==> src/rtl/skd_pkg.sv <==
`timescale 1ns/1ps
// Package: shared widths, state types, the sigma constants and the quarter-round function.
// Assumes 32-bit words and a sixteen-word permutation state.
package skd_pkg;
    localparam int WORD_W      = 32;
    localparam int NUM_WORDS   = 16;
    localparam int KEY_WORDS   = 8;
    localparam int NONCE_WORDS = 4;
    localparam int LANES       = 4;
    localparam int KEY_W       = KEY_WORDS * WORD_W;
    localparam int NONCE_W     = NONCE_WORDS * WORD_W;
    localparam int OUT_WORDS   = 8;
    localparam int OUT_W       = OUT_WORDS * WORD_W;

    typedef logic [WORD_W-1:0]                 word_t;
    typedef logic [NUM_WORDS-1:0][WORD_W-1:0]  state_t;
    typedef logic [LANES-1:0][WORD_W-1:0]      quad_t;

    // Constant words placed in state positions 0..3 (index 0 is the lowest entry).
    localparam quad_t SIGMA = {32'h6b206574, 32'h79622d32, 32'h3320646e, 32'h61707865};

    // Left rotation by a fixed amount.
    function automatic word_t rotl(input word_t x, input int unsigned n);
        return (x << n) | (x >> (WORD_W - n));
    endfunction

    // One quarter round on (a,b,c,d) = (q[0],q[1],q[2],q[3]).
    function automatic quad_t quarter(input quad_t q);
        word_t a, b, c, d;
        a = q[0]; b = q[1]; c = q[2]; d = q[3];
        a = a + b; d = rotl(d ^ a, 16);
        c = c + d; b = rotl(b ^ c, 12);
        a = a + b; d = rotl(d ^ a, 8);
        c = c + d; b = rotl(b ^ c, 7);
        return {d, c, b, a};
    endfunction
endpackage

==> src/rtl/skd_state_init.sv <==
`timescale 1ns/1ps
// Module: skd_state_init
// Builds the sixteen-word starting state from the constants, the key and the nonce.
// Assumes key and nonce are already little-endian packed, byte 0 in the low bits.
module skd_state_init
    import skd_pkg::*;
(
    input  logic [KEY_W-1:0]   key_i,
    input  logic [NONCE_W-1:0] nonce_i,
    output state_t             state_o
);
    genvar gi;
    generate
        // Constant words in positions 0..3.
        for (gi = 0; gi < LANES; gi++) begin : g_const
            assign state_o[gi] = SIGMA[gi];
        end
        // Key words in positions 4..11.
        for (gi = 0; gi < KEY_WORDS; gi++) begin : g_key
            assign state_o[LANES + gi] = key_i[gi*WORD_W +: WORD_W];
        end
        // Nonce words in positions 12..15.
        for (gi = 0; gi < NONCE_WORDS; gi++) begin : g_nonce
            assign state_o[LANES + KEY_WORDS + gi] = nonce_i[gi*WORD_W +: WORD_W];
        end
    endgenerate
endmodule

==> src/rtl/skd_round.sv <==
`timescale 1ns/1ps
// Module: skd_round
// One combinational round: four quarter-round lanes that are shared by column and
// diagonal rounds through input and output steering.
// Assumes diag_i selects the diagonal pattern; otherwise a column round is applied.
module skd_round
    import skd_pkg::*;
(
    input  state_t st_i,
    input  logic   diag_i,
    output state_t st_o
);
    // qin[lane][group]: operand of group g (a,b,c,d) for a lane.
    logic [LANES-1:0][LANES-1:0][WORD_W-1:0] qin;
    logic [LANES-1:0][LANES-1:0][WORD_W-1:0] qout;

    genvar ln, gr, ps;
    generate
        for (ln = 0; ln < LANES; ln++) begin : g_lane
            for (gr = 0; gr < LANES; gr++) begin : g_in
                localparam int COL_IDX  = LANES*gr + ln;
                localparam int DIAG_IDX = LANES*gr + ((ln + gr) % LANES);
                // Steer the operand for this lane and group.
                assign qin[ln][gr] = diag_i ? st_i[DIAG_IDX] : st_i[COL_IDX];
            end
            // Quarter-round datapath for this lane.
            assign qout[ln] = quarter(qin[ln]);
        end
        for (gr = 0; gr < LANES; gr++) begin : g_out_grp
            for (ps = 0; ps < LANES; ps++) begin : g_out_pos
                localparam int DIAG_LANE = (ps + LANES - gr) % LANES;
                // Route each result back to the word it was read from.
                assign st_o[LANES*gr + ps] = diag_i ? qout[DIAG_LANE][gr] : qout[ps][gr];
            end
        end
    endgenerate
endmodule

==> src/rtl/skd_ctrl.sv <==
`timescale 1ns/1ps
// Module: skd_ctrl
// Sequencer: accepts start when idle, counts round steps, pulses done after the last.
// Assumes STEPS >= 1 and that each step applies RPC consecutive rounds.
module skd_ctrl #(
    parameter int STEPS = 20,
    parameter int RPC   = 1,
    parameter int CNT_W = (STEPS > 1) ? $clog2(STEPS) : 1
) (
    input  logic           clk,
    input  logic           rst_n,
    input  logic           start_i,
    output logic           busy_o,
    output logic           done_o,
    output logic           load_o,
    output logic           adv_o,
    output logic [RPC-1:0] diag_o
);
    logic             run_q;
    logic [CNT_W-1:0] step_q;

    // Run flag, step counter and done pulse.
    always_ff @(posedge clk) begin
        if (!rst_n) begin
            run_q  <= 1'b0;
            step_q <= '0;
            done_o <= 1'b0;
        end else begin
            done_o <= 1'b0;
            if (!run_q) begin
                if (start_i) begin
                    run_q  <= 1'b1;
                    step_q <= '0;
                end
            end else if (step_q == CNT_W'(STEPS - 1)) begin
                run_q  <= 1'b0;
                step_q <= '0;
                done_o <= 1'b1;
            end else begin
                step_q <= step_q + 1'b1;
            end
        end
    end

    assign busy_o = run_q;
    assign load_o = start_i & ~run_q;
    assign adv_o  = run_q;

    genvar gi;
    generate
        for (gi = 0; gi < RPC; gi++) begin : g_diag
            if (RPC % 2 == 0) begin : g_even
                // Even rounds per step: pattern fixed by position in the chain.
                assign diag_o[gi] = (gi % 2) == 1;
            end else begin : g_odd
                // Odd rounds per step: pattern alternates with the step parity.
                assign diag_o[gi] = step_q[0] ^ ((gi % 2) == 1);
            end
        end
    endgenerate
endmodule

==> src/rtl/subkey_deriver.sv <==
`timescale 1ns/1ps
// Module: subkey_deriver (top)
// Derives a 256-bit subkey from key and nonce with the ChaCha20 permutation and no
// feed-forward. Output words are final state words 0..3 then 12..15.
// Assumes ROUNDS is a multiple of ROUNDS_PER_CYCLE.
module subkey_deriver
    import skd_pkg::*;
#(
    parameter int ROUNDS           = 20,
    parameter int ROUNDS_PER_CYCLE = 1
) (
    input  logic               clk,
    input  logic               rst_n,
    input  logic               start,
    input  logic [KEY_W-1:0]   key,
    input  logic [NONCE_W-1:0] nonce,
    output logic               busy,
    output logic               done,
    output logic [OUT_W-1:0]   subkey
);
    localparam int STEPS = ROUNDS / ROUNDS_PER_CYCLE;
    localparam int CNT_W = (STEPS > 1) ? $clog2(STEPS) : 1;
    localparam int HALF  = OUT_WORDS / 2;

    state_t                       st_q;
    state_t                       init_w;
    state_t                       chain [ROUNDS_PER_CYCLE+1];
    logic                         load_w;
    logic                         adv_w;
    logic [ROUNDS_PER_CYCLE-1:0]  diag_w;

    skd_state_init u_init (
        .key_i   (key),
        .nonce_i (nonce),
        .state_o (init_w)
    );

    skd_ctrl #(
        .STEPS (STEPS),
        .RPC   (ROUNDS_PER_CYCLE),
        .CNT_W (CNT_W)
    ) u_ctrl (
        .clk     (clk),
        .rst_n   (rst_n),
        .start_i (start),
        .busy_o  (busy),
        .done_o  (done),
        .load_o  (load_w),
        .adv_o   (adv_w),
        .diag_o  (diag_w)
    );

    assign chain[0] = st_q;

    genvar gi;
    generate
        for (gi = 0; gi < ROUNDS_PER_CYCLE; gi++) begin : g_core
            skd_round u_round (
                .st_i   (chain[gi]),
                .diag_i (diag_w[gi]),
                .st_o   (chain[gi+1])
            );
        end
    endgenerate

    // Working state: load on accepted start, advance while running, hold otherwise.
    always_ff @(posedge clk) begin
        if (!rst_n) begin
            st_q <= '0;
        end else if (load_w) begin
            st_q <= init_w;
        end else if (adv_w) begin
            st_q <= chain[ROUNDS_PER_CYCLE];
        end
    end

    generate
        for (gi = 0; gi < HALF; gi++) begin : g_out
            // Low half from words 0..3, high half from words 12..15.
            assign subkey[gi*WORD_W +: WORD_W]        = st_q[gi];
            assign subkey[(gi+HALF)*WORD_W +: WORD_W] = st_q[NUM_WORDS - HALF + gi];
        end
    endgenerate
endmodule

==> config.mk <==
export PLATFORM = sky130hd
export DESIGN_NAME = subkey_deriver
export DESIGN_NICKNAME = d
export VERILOG_FILES = /design/src/rtl/skd_pkg.sv /design/src/rtl/skd_state_init.sv /design/src/rtl/skd_round.sv /design/src/rtl/skd_ctrl.sv /design/src/rtl/subkey_deriver.sv
export SDC_FILE = /design/constraint.sdc
export NUM_CORES = 2
export LEC_CHECK = 0
export ABC_AREA = 1
export ABC_CLOCK_PERIOD_IN_PS = 18870
export BUFFER_PORTS_ARGS = -buffer_cell sky130_fd_sc_hd__buf_2
export CORE_UTILIZATION = 30
export CTS_BUF_LIST = sky130_fd_sc_hd__clkbuf_4
export CTS_CLUSTER_DIAMETER = 200
export DETAILED_ROUTE_END_ITERATION = 12
export PLACE_DENSITY_LB_ADDON = 0.2
export SYNTH_ARGS = -nofsm -noshare
export SYNTH_HDL_FRONTEND = slang
export SYNTH_HIERARCHICAL = 1
export SYNTH_SLANG_ARGS = --single-unit
==> constraint.sdc <==
create_clock -name clk -period 18.87 [get_ports clk]
set_input_delay 0 -clock clk [delete_from_list [all_inputs] [get_ports clk]]
set_output_delay 0 -clock clk [all_outputs]
set_load 0.05 [all_outputs]
After elaboration in Yosys (flattened, before gate mapping)
Index checks and enable logic that the tools add are counted.
{"block": "totals", "reg_bits": 519}
{"block": "classes", "add_sub_neg": 17, "eq_ne": 1, "mux": 33, "bitwise": 35, "n_reduce_logical": 4}
{"op": "$mux W512", "n": 2}
{"op": "$mux W32", "n": 24}
{"op": "$add A32 B32 Y32", "n": 16}
{"op": "$xor A32 B32 Y32", "n": 16}
{"op": "$or A32 B12 Y32", "n": 4}
{"op": "$or A32 B16 Y32", "n": 4}
{"op": "$or A32 B7 Y32", "n": 4}
{"op": "$or A32 B8 Y32", "n": 4}
{"op": "$mux W5", "n": 3}
{"op": "$add A5 B1 Y5 const B", "n": 1}
{"op": "$eq A5 B5 Y1 const B", "n": 1}
{"op": "$mux W1", "n": 4}
{"op": "$reduce_bool A2 Y1", "n": 2}
{"op": "$not A1 Y1", "n": 2}
{"op": "$reduce_and A2 Y1", "n": 1}
{"op": "$reduce_or A2 Y1", "n": 1}
{"op": "$and A1 B1 Y1", "n": 1}

Logic depth before layout (Yosys ltp)
{"block": "logic_depth", "depth_word": 16, "ltp_mapped": 76, "ltp_nobuf": 72}

Hierarchy
The synthesis kept the hierarchy.
{"mod": "skd_round", "n_inst": 1, "cells_per_inst": 8179, "area_per_inst_um2": 43793.3}
{"mod": "subkey_deriver", "n_inst": 1, "cells_per_inst": 4125, "area_per_inst_um2": 26306.5}
{"mod": "skd_state_init", "n_inst": 1, "cells_per_inst": 514, "area_per_inst_um2": 3851.2}
{"mod": "skd_ctrl", "n_inst": 1, "cells_per_inst": 48, "area_per_inst_um2": 345.3}

Least setup slack after synthesis
OpenSTA, ideal clock, no wires.
{"block": "synth_path", "kind": "reg-to-reg", "from": "register u_ctrl.step_q[0]", "to": "register st_q, in the netlist chain[667]", "setup_time_ns": 0.110, "arrival_ns": 9.372, "required_time_ns": 18.760, "path_slack_ns": 9.388, "path_stages_with_launch": 71, "path_buffers": 4, "synth_period_minus_slack_ns": 9.482, "path_cell_list": "dfxtp_1 > buf_4 > buf_4 > buf_2 > buf_2 > nand2_1 > nand2_1 > ha_1 > inv_1 > fa_1 > inv_1 > nand2_1 > a21oi_2 > nand2_1 > nand2_1 > a21oi_2 > o21ai_1 > xor2_1 > [35 not listed] > nand3_1 > nand2_1 > nand2_1 > nand2_1 > a21o_1 > nand2_1 > nand2_1 > nand3_1 > nand2_1 > a21oi_1 > xor2_1 > nand2_1 > nand3_1 > nand2_1 > nand3_1 > nand3_1 > nand2_1 > inv_1"}
{"element": "from (decl)", "line": "skd_ctrl.sv:20", "rtl": "logic [CNT_W-1:0] step_q;"}
{"element": "from (signal assigned)", "line": "skd_ctrl.sv:40", "rtl": "step_q <= step_q + 1'b1;"}
{"element": "to (signal assigned)", "line": "subkey_deriver.sv:71", "rtl": "st_q <= init_w;"}
{"element": "to (signal assigned)", "line": "subkey_deriver.sv:73", "rtl": "st_q <= chain[ROUNDS_PER_CYCLE];"}
{"element": "to (decl)", "line": "subkey_deriver.sv:25", "rtl": "state_t st_q;"}

==> results.yml <==
routing:
  drt_iter0_markers: 12700
  drcViolationCount: 0
  vias: 95800
  wl_um: 629000
  first_pass_iters: 9
  wl_per_cell_um: 36.4
  antenna_left: 0
  via_per_inst: 5.54
setup_path:
  reg2reg_to: "chain[646]"
  r2r_cells: 59
  worstSetupStartpoint: "u_ctrl/step_q[0]"
  start_kind: "flip-flop"
  reg2reg_from: "u_ctrl/step_q[0]"
  critPathArrivalTime_ps: 16550
  cpPeakStageDelay_ps: 870
  crit_slowest_cell: "xor2_1"
  crit_top_cell: "nand2_1"
  endpoint: "chain[646]"
  r2r_slack_ps: 3450
  cp.required_ps: 19990
  crit_fanout: 142
  critPathKind: "flip-flop to flip-flop"
  end_kind: "flip-flop"
floorplanning:
  die_x_um: 500
  die_area_sq_um: 250000
  ios: 645
  start_util_pct: 30.2
  fp.coreArea_sq_um: 246000
  die_h_um: 500
  rows: 182
timing:
  max_slew_margin_pct: 1.26
  tns_ps: 0
  fmax_mhz: 64.8
  finalMaxSlewViolations: 0
  fin_crit_ps: 15420
  rsz0062_at_grt: "no"
  skew_ps: 154
  tightest_slew_ps: 1470
  period_share_pct: 81.7
  final-setup-viol-count: 0
  hold_viol: 0
place:
  place.gp.congestion: 1.12
  dpl.hpwl_um: 533000
  io_buffers: 644
  postPlaceCellArea_sq_um: 76200
synth:
  synth-seq-cells: 519
  netlist_area_sq_um: 74300
  synth_flop_cell: "dfxtp_1"
  synth_edf_count: 0
  ys_async_sr_fraction_pct: 0
  synth.distinct_cells: 64
  synth_cells: 12900
  seq_area_frac_synth_pct: 14.0
  ys_warn_count: 6
  postSynthAreaPerCell_sq_um: 5.77
status:
  status: "finished with violations"
  violations: "capacitance limit"
worst_hold_path:
  hold_class: "primary input to flip-flop"
  hp-start: "key[81]"
global_routing:
  overflow: 0
  grt_max_degree: 183
  grt_pass1_wl_um: 813000
  grt_pass1_vias: 88600
  antenna_found_initial: 148
  grtUsageTotal_pct: 48.7
clock_network:
  cts_tree: "yes"
  cts_max_path_buffers: 4
  root_buffer: "clkbuf_4"
  ctsHoldBuffers: 1012
  cts_buffers: 178
  clkLatencyLatePin_ps: 1330
  path_clk_slew_ps: 80
  cts_resized: 0
  cts_setup_buffers: 0
  cts_sinks: 519
  h-tree-depth: 4
layout:
  final_cell_mix: "4167 x nand2_1, 1804 x nand3_1, 1466 x inv_1, 1011 x dlygate4sd3_1, 643 x buf_2"
  area_growth_syn_to_layout_pct: 19.5
  nets: 14700
  multi_input_area_sq_um: 51400
  fillCellCount: 27600
  drive_gt1_share_pct: 9.59
  ff_latch_area_sq_um: 10400
  final_area_sq_um: 88700
  layout_commonest_cell: "nand2_1"
run:
  maxCapViolCount: 1
registers in the layout, indices dropped and copies added, names as in the netlist:
name / count
u_ctrl/done_o: 1
subkey: 256
u_ctrl/step_q: 5
chain: 256
u_ctrl/adv_o: 1
metal layers:
layer	part of all wire (%)	track usage (%)	routed length [um]
met1	38	57.6	242000
met2	42	72.0	261000
met3	9.7	13.3	60900
met4	10	42.7	64700
met5	0.082	1.47	517
kinds of logic after synthesis:
family	Yosys count	share of synthesized area, %
AND/OR/NAND/NOR	6882	39.3
buffers and inverters	2702	18.0
AO/OA/AOI/OAI	1591	11.9
XOR/XNOR	638	7.75
flip-flops	519	14.0
adder cells (fa/ha/maj)	513	8.80
multiplexers	19	0.256
other	2	0.0101
Yosys cell counts (all sizes together), types with 15 or more instances:
library cell / n / share of area [%]
nand2: 4177 / 21
nand3: 1805 / 12
inv: 1475 / 7.5
buf: 1018 / 9.5
o21ai: 759 / 5.2
dfxtp: 519 / 14
a21oi: 514 / 3.5
ha: 497 / 8.4
nor2: 468 / 2.4
xor2: 466 / 5.6
clkbuf: 208 / 1.1
xnor2: 164 / 1.9
or2: 149 / 1.3
a21o: 112 / 1.1
nor3: 91 / 0.63
and2: 74 / 0.62
o21bai: 59 / 0.62
nand3b: 48 / 0.49
a31oi: 40 / 0.34
nand4: 37 / 0.32
a21boi: 26 / 0.27
nor4: 25 / 0.21
a221oi: 20 / 0.24
mux2i: 19 / 0.26
fa: 16 / 0.43
o21a: 16 / 0.16
o221ai: 15 / 0.18
final cells by class:
type / instances / area share [%]
Tap cell: 3312 / 4.67
Timing Repair Buffer: 1846 / 16.8
Antenna cell: 90 / 0.254
Clock buffer: 253 / 2.14
Multi-Input combinational cell: 9771 / 57.9
Sequential cell: 519 / 11.7
Clock inverter: 39 / 0.240
Inverter: 1476 / 6.26
worst max-delay path, delay by kind of cell, from the launching register on:
family                     cells  cell delay (ps)
DFF                            1              580
adders and majority gates      5             1820
AOI/OAI and AO/OA             10             3020
xor gates and xnor gates       2             1430
and+or+nand+nor               33             5700
buffers and inverters          9             2570
through the flow:
stage / utilization (%) / hold slack (ps) / setup slack, ps / cells
after floorplan: - / 157 / 9390 / 13000
after global placement: 31.0 / 296 / 4750 / 15900
after detailed placement: 31.0 / 293 / 5020 / 15900
after CTS: 35.9 / 11.0 / 4120 / 17200
after global routing: 36.0 / 111 / 3230 / 17200
final: 36.1 / 175 / 3450 / 17300
worst min-delay path by stage:
stage | slack [ps] | depth (start not counted) | end
after floorplan | 160 | 2 | u_ctrl/step_q[2]
after global placement | 300 | 5 | subkey[210]
after detailed placement | 290 | 5 | subkey[205]
after CTS | 10 | 6 | chain[813]
after global routing | 110 | 6 | chain[813]
final | 180 | 7 | chain[721]
Power is not shown: default switching activity piles up to over one toggle a cycle in this logic, so the estimate is an artifact.
